<file path="src/rtl/pwm_dt_pkg.sv">
// Package: shared gating-mode encoding and the per-pin gate function.
// Assumes the 2-bit selector codes listed in gate_mode_e.
package pwm_dt_pkg;

    typedef enum logic [1:0] {
        GATE_PASS     = 2'b00,
        GATE_AND      = 2'b01,
        GATE_OR       = 2'b10,
        GATE_PASS_ALT = 2'b11
    } gate_mode_e;

    // Combine one dead-timed level with its port data bit per the mode.
    function automatic logic apply_gate(input logic [1:0] mode,
                                        input logic       lvl,
                                        input logic       force_bit);
        logic res;
        case (gate_mode_e'(mode))
            GATE_AND: res = lvl & force_bit;
            GATE_OR:  res = lvl | force_bit;
            default:  res = lvl;
        endcase
        return res;
    endfunction

endpackage

</file>
<file path="src/rtl/pwm_dt_pair.sv">
// Module: dead-time generator for one complementary pair.
// On every change of the raw level the falling output drops at once
// and a down-counter reloads from the shared delay. The rising output
// goes high when the count expires. A new change mid-count restarts it.
// Assumes raw is already synchronous to clk.
module pwm_dt_pair #(
    parameter int DLY_W = 4
) (
    input  logic             clk,
    input  logic             rst_n,
    input  logic             raw,
    input  logic [DLY_W-1:0] dly,
    output logic             out_true,
    output logic             out_inv
);

    logic             raw_q;
    logic             armed_q;
    logic             hi_q;
    logic             lo_q;
    logic [DLY_W-1:0] cnt_q;
    logic             chg;
    logic             cnt_done;

    // Detect a change of the raw level against the last sampled one.
    assign chg      = raw ^ raw_q;
    // Count is in its last cycle or already idle.
    assign cnt_done = (cnt_q <= DLY_W'(1));

    // Edge tracking, dead-time counting and output registers.
    always_ff @(posedge clk) begin
        if (!rst_n) begin
            raw_q   <= 1'b0;
            armed_q <= 1'b0;
            hi_q    <= 1'b0;
            lo_q    <= 1'b0;
            cnt_q   <= '0;
        end else begin
            raw_q <= raw;
            if (chg) begin
                armed_q <= 1'b1;
                cnt_q   <= dly;
                if (dly == '0) begin
                    hi_q <= raw;
                    lo_q <= ~raw;
                end else begin
                    hi_q <= 1'b0;
                    lo_q <= 1'b0;
                end
            end else begin
                if (cnt_q != '0) begin
                    cnt_q <= cnt_q - DLY_W'(1);
                end
                if (armed_q && cnt_done) begin
                    hi_q <= raw_q;
                    lo_q <= ~raw_q;
                end
            end
        end
    end

    assign out_true = hi_q;
    assign out_inv  = lo_q;

endmodule

</file>
<file path="src/rtl/pwm_pin_gate.sv">
// Module: combinational AND/OR/pass gate over a group of pins that
// share one mode selector. Assumes one port bit per pin.
module pwm_pin_gate #(
    parameter int WIDTH = 4
) (
    input  logic [WIDTH-1:0] lvl,
    input  logic [1:0]       mode,
    input  logic [WIDTH-1:0] force_bits,
    output logic [WIDTH-1:0] pin
);

    import pwm_dt_pkg::*;

    for (genvar g = 0; g < WIDTH; g++) begin : g_bit
        // Gate one pin with its own port bit.
        always_comb pin[g] = apply_gate(mode, lvl[g], force_bits[g]);
    end

endmodule

</file>
<file path="src/rtl/pwm_deadtime_gate.sv">
// Module: top of the complementary PWM output stage.
// Instantiates one dead-time generator per pair, all sharing one delay,
// and gates the true and inverse groups separately with port data bits.
// Pin order: [NUM_PAIRS-1:0] true outputs, upper half inverse outputs.
module pwm_deadtime_gate #(
    parameter int NUM_PAIRS = 4,
    parameter int DLY_W     = 4
) (
    input  logic                   clk,
    input  logic                   rst_n,
    input  logic [NUM_PAIRS-1:0]   pwm_raw,
    input  logic [DLY_W-1:0]       dead_cycles,
    input  logic [1:0]             mode_true,
    input  logic [1:0]             mode_inv,
    input  logic [2*NUM_PAIRS-1:0] port_bits,
    output logic [2*NUM_PAIRS-1:0] pin_out
);

    localparam int NUM_PINS = 2 * NUM_PAIRS;

    logic [NUM_PAIRS-1:0] dt_true;
    logic [NUM_PAIRS-1:0] dt_inv;
    logic [NUM_PINS-1:0]  gated;

    for (genvar p = 0; p < NUM_PAIRS; p++) begin : g_pair
        pwm_dt_pair #(.DLY_W(DLY_W)) u_pair (
            .clk      (clk),
            .rst_n    (rst_n),
            .raw      (pwm_raw[p]),
            .dly      (dead_cycles),
            .out_true (dt_true[p]),
            .out_inv  (dt_inv[p])
        );
    end

    pwm_pin_gate #(.WIDTH(NUM_PAIRS)) u_gate_true (
        .lvl        (dt_true),
        .mode       (mode_true),
        .force_bits (port_bits[NUM_PAIRS-1:0]),
        .pin        (gated[NUM_PAIRS-1:0])
    );

    pwm_pin_gate #(.WIDTH(NUM_PAIRS)) u_gate_inv (
        .lvl        (dt_inv),
        .mode       (mode_inv),
        .force_bits (port_bits[NUM_PINS-1:NUM_PAIRS]),
        .pin        (gated[NUM_PINS-1:NUM_PAIRS])
    );

    assign pin_out = gated;

endmodule

</file>
<file path="config.mk">
export PLATFORM = sky130hd
export DESIGN_NAME = pwm_deadtime_gate
export DESIGN_NICKNAME = d
export VERILOG_FILES = /design/src/rtl/pwm_dt_pkg.sv /design/src/rtl/pwm_dt_pair.sv /design/src/rtl/pwm_pin_gate.sv /design/src/rtl/pwm_deadtime_gate.sv
export SDC_FILE = /design/constraint.sdc
export NUM_CORES = 1
export LEC_CHECK = 0
export BUFFER_PORTS_ARGS = -buffer_cell sky130_fd_sc_hd__buf_2
export CAP_MARGIN = 10
export CORE_MARGIN = 2
export CORE_UTILIZATION = 55
export CTS_CLUSTER_DIAMETER = 60
export CTS_CLUSTER_SIZE = 14
export DETAILED_ROUTE_END_ITERATION = 7
export HOLD_SLACK_MARGIN = 0.12
export PLACE_DENSITY = 0.77
export SYNTH_ARGS = -nofsm -noshare
export SYNTH_HDL_FRONTEND = slang
export SYNTH_HIERARCHICAL = 1
export SYNTH_SLANG_ARGS = --single-unit
</file>
<file path="constraint.sdc">
create_clock -name clk -period 2.6 [get_ports clk]
set_input_delay 0.39 -clock clk [delete_from_list [all_inputs] [get_ports clk]]
set_output_delay 0.39 -clock clk [all_outputs]
set_load 0.005 [all_outputs]
</file>
# After elaboration in Yosys (flattened, before gate mapping)
# Index checks and enable logic that the tools add are counted.
# totals
register_bits	32
in_bits	22
out_inout_bits	8
wordCells	117
# classes
addsub	4
order_cmp	4
eq_ne	4
n_mux	40
bitwise	28
n_reduce_logical	17
# op_table
cell	n
$mux 4	8
$mux 1	24
$le 4x1->1 const B	4
$pmux 1 s2	8
$reduce_bool 2->1	8
$reduce_bool 4->1	4
$sub 4x1->4 const B	4
$and 1x1->1	8
$not 1->1	8
$or 1x1->1	8
$eq 2x1->1 const B	2
$eq 2x2->1 const B	2
$logic_and 1x1->1	4
$logic_not 4->1	1
$xor 1x1->1	4

# Longest topological paths before layout
# logic_depth
word_depth	4
depth_mapped	5
mapped_depth_nobuf	5

# Hierarchy
# The synthesis kept the hierarchy.
# by_module_without_submodules
mod	n_inst	cells_each	area_each_um2	seq_area_each_um2
pwm_dt_pair	4	55	495.5	160.2
pwm_pin_gate	2	22	121.4	0.0

# Worst setup path after synthesis
# No wires, ideal clock.
# synth_path
path_type	input-to-output
start	input port mode_inv[0]
end	output port pin_out[4]
arrival_ns	1.029
t_required_ns	2.210
path_slack_ns	1.181
path_stages	5
path_buffers	0
path_cell_list	inv_1 > ha_1 > inv_2 > a21oi_1 > o22ai_1
# synth_between
elab_chain_cells	2
word_cells_on_any_way	3
cone_classes	eq/ne (2); mux (1)
# synth_lines
element	line	source
from (decl)	pwm_deadtime_gate.sv:14	input logic [1:0] mode_inv,
$eq 2x2->1 / $eq 2x1->1 (equally long branches)	pwm_dt_pkg.sv:17	case (gate_mode_e'(mode))
$pmux 1 s2 (*)	pwm_dt_pkg.sv:17	
to (decl)	pwm_deadtime_gate.sv:16	output logic [2*NUM_PAIRS-1:0] pin_out
# Every way passes the cells marked *; elsewhere a longest branch is shown, timed or not.

# Final worst setup path
# layout_path
start	input port mode_true[0]
end	output port pin_out[3]
# layout_between
elab_chain_cells	2
word_cells_on_any_way	3
cone_classes	eq/ne (2); mux (1)
# layout_lines
element	line	source
from (decl)	pwm_deadtime_gate.sv:13	input logic [1:0] mode_true,
$eq 2x2->1 / $eq 2x1->1 (equally long branches)	pwm_dt_pkg.sv:17	
$pmux 1 s2 (*)	pwm_dt_pkg.sv:17	
# Marked as above.

==> key figures <==
Timing
  – Pins Over Slew Limit: 0
  – Hold slack: 0.436 ns
  – Final setup TNS: 0 ns
  – Hold Fails Final Rpt: 0
  – Crit share post-route: 66.3%
  – Worst rel slew slack: 68.1%
  – Setup Viol. Count Final: 0
  – Fmax: 0.580 GHz
  – Clk_skew: 0.00202 ns
  – Final Critical Period: 1.72 ns
  – Slew @ Worst Pin: 0.478 ns
  – RSZ-0062 raised after global routing: false

GRT
  – First-pass GRT wire length: 7910 microns
  – Total GRT Usage: 23.0%
  – Grt ovf: 0
  – Vias in the first global route: 1776
  – Largest net degree at the start of global routing: 29
  – Antenna violations before repair: 0

Clock tree
  – TritonCTS clock tree: yes
  – Root Buffer: clkbuf_8
  – Postcts setup bufs: 0
  – Clock Path Buffers: 2
  – Clock Latency Late Sink: 0.28 ns
  – CTS clk-pin slew, worst paths: 0.07 ns
  – # clock sinks: 32
  – Cts repair resizes: 0
  – CTS Hold Bufs: 0
  – H-tree lvl count: 2
  – Num CTS Buffers: 5

Power
  – P per Cell Area: 580 nW/um^2
  – P_int: 0.962 mW
  – Worst IR drop on VDD: 0.000361 V
  – LEAKAGE: 1.02 nW
  – Clock power share: 27.7%
  – Reg power frac: 42.3%
  – Sw Ratio: 33.1%
  – Comb pwr share: 30.0%
  – Switching power: 0.475 mW

Routing
  – Met2 routed WL: 2150 microns
  – Detailed Route WL: 4820 microns
  – Routed Antenna Nets: 0
  – Metal3 WL: 230 microns
  – Initial drt markers: 98
  – Number of detailed-route iterations in the first pass: 4
  – Number of remaining DRC errors: 0
  – Via count: 1986
  – Routed wire per std cell: 13.9 microns
  – Vias per cell: 5.72
  – Top sig layer: met4
  – WL met1: 2370 microns

Outcome
  – Status: finished, final reports clean

Floorplan
  – Die area: 4570 sq um
  – Row cnt: 23
  – Die Height: 67.6 microns
  – Ports: 30
  – Core Region: 3940 sq um
  – Initial core utilization: 56.4%
  – Die W: 67.6 microns

Place
  – Placed instance area: 2390 sq um
  – Port Buf Inserts: 29
  – Placed cell count: 339
  – Routability congestion estimate: 0.805
  – DP HPWL: 3410 microns

Setup path
  – Crit path launch type: input pin
  – Worst reg-to-reg setup slack: 1.14 ns
  – Crit path DAT: 1.33 ns
  – Worst R2R Start: g_pair[1].u_pair/cnt_q[0]
  – Critical path class: in -> out
  – R2R cell count: 5
  – CP Data Required Time: 2.21 ns
  – Worst setup EP type: output pin
  – Crit Reg-Reg Endpoint: g_pair[1].u_pair/cnt_q[1]
  – Worst Path Max Fanout: 5

Run
  – Max Cap Violations: 0

Cells and area
  – Antenna cells: 0
  – FILL cells: 353
  – Commonest non-fill, non-tap cell in the layout: inv_1
  – Most frequent cells in the layout: inv_1, dfxtp_1, buf_2
  – Synthesis-to-layout area growth: 11.4%
  – Finished Layout Cells: 347
  – Nets@finish: 330
  – Final Cell Area: 2480 sq um
  – Layout cells sized above 1: 20.5%

Min path
  – Hold Path Cell Cnt: 2
  – Worst Hold End: g_pair[1].u_pair/out_inv
  – Hold Path Origin: pwm_raw[1]
  – Hold Path Class: in -> reg

Logic synthesis
  – Post-Synthesis Cell Area: 2220 sq um
  – Syn_area_per_cell: 8.43 sq um
  – Syn_nets: 298
  – Mapped Cells: 264
  – Seq/Total Area, Yosys: 28.8%
  – #FFs+latches synth: 32
  – Post-synth cell types: 33
  – Yosys Warn Count: 6
sequential cells by signal, summed over array words and instances (netlist names):
register                flops
g_pair.u_pair/armed_q       4
g_pair.u_pair/cnt_q        16
g_pair.u_pair/out_inv       4
g_pair.u_pair/out_true      4
g_pair.u_pair/raw_q         4
critical path, stage by stage:
cell	delay (ns)
buf_2	0.09
inv_1	0.04
ha_1	0.37
inv_2	0.08
a21oi_1	0.14
o22ai_1	0.09
buf_2	0.13
synth_stat cells (all sizes together):
| cell | number | area [sq um] |
|---|---|---|
| buf | 4 | 45.0 |
| or2 | 4 | 25.0 |
| nor4b | 4 | 35.0 |
| nor4bb | 4 | 40.0 |
| or3b | 4 | 35.0 |
| xor2 | 4 | 35.0 |
| or4b | 4 | 40.0 |
| ha | 12 | 150 |
| o21ai | 12 | 60.1 |
| mux2 | 4 | 45.0 |
| xnor2 | 8 | 100 |
| mux2i | 4 | 40.0 |
| a22oi | 10 | 75.1 |
| inv | 40 | 150 |
| o2111ai | 4 | 60.1 |
| nor3 | 4 | 20.0 |
| o211ai | 4 | 30.0 |
| a21oi | 20 | 100 |
| o311ai | 8 | 70.1 |
| a211oi | 4 | 30.0 |
| nor4 | 4 | 50.1 |
| and4bb | 4 | 50.1 |
| o22ai | 10 | 62.6 |
| nand3 | 4 | 20.0 |
| nor3b | 4 | 30.0 |
| nand4 | 4 | 25.0 |
| and2 | 4 | 25.0 |
| nor2 | 20 | 75.1 |
| nand2 | 16 | 60.1 |
| dfxtp | 32 | 641 |
how the worst max path moves through the flow:
stage | startpoint | endpoint | slack [ns] | cells after the start
after floorplan | mode_inv[0] | pin_out[4] | 1.18 | 5
after global placement | mode_true[0] | pin_out[2] | 0.90 | 7
after detailed placement | mode_true[0] | pin_out[2] | 0.88 | 7
after CTS | mode_true[0] | pin_out[2] | 0.88 | 7
after global routing | mode_true[0] | pin_out[0] | 0.79 | 7
final | mode_true[0] | pin_out[3] | 0.88 | 7
logic make-up after synthesis:
| family | Yosys count | share of synthesized area [%] |
|---|---|---|
| compound gates | 72 | 21.9 |
| xor+xnor | 12 | 6.07 |
| fa+ha+maj | 12 | 6.75 |
| buf+inv | 44 | 8.77 |
| flops | 32 | 28.8 |
| mux | 8 | 3.82 |
| simple gates | 84 | 23.8 |
metal layers:
layer | vias to the layer above | global-route usage [%]
met1 | 903 | 29.2
met4 | 0 | 7.91
met2 | 48 | 37.5
li1 | 1029 | -
met5 | - | 0
met3 | 6 | 5.83
power groups by stage:
| stage | Sequential (mW) | Combinational [mW] | Clock (mW) |
|---|---|---|---|
| floorplan | 0.592 | 0.345 | 0 |
| global placement | 0.614 | 0.419 | 0 |
| detailed placement | 0.617 | 0.427 | 0 |
| CTS | 0.606 | 0.431 | 0.413 |
| global route | 0.617 | 0.489 | 0.431 |
| finish | 0.607 | 0.431 | 0.398 |
per-stage QoR:
stage / utilization [%] / power [mW] / setup WS (ns)
6_report: 62.8 / 1.44 / 0.877
5_1_grt: 62.8 / 1.54 / 0.793
4_1_cts: 62.8 / 1.45 / 0.881
3_5_place_dp: 60.6 / 1.04 / 0.884
3_3_place_gp: 60.6 / 1.03 / 0.902
2_1_floorplan: - / 0.937 / 1.18
area by class of cell:
type | instances | area, sq um | share of cell area (%)
Inverter | 40 | 150 | 6.06
Sequential cell | 32 | 641 | 25.9
Timing Repair Buffer | 29 | 145 | 5.86
Multi-Input combinational cell | 188 | 1390 | 56.1
Tap cell | 50 | 62.6 | 2.53
Clock buffer | 8 | 90.1 | 3.64
Power figures use the tool's default switching activity.
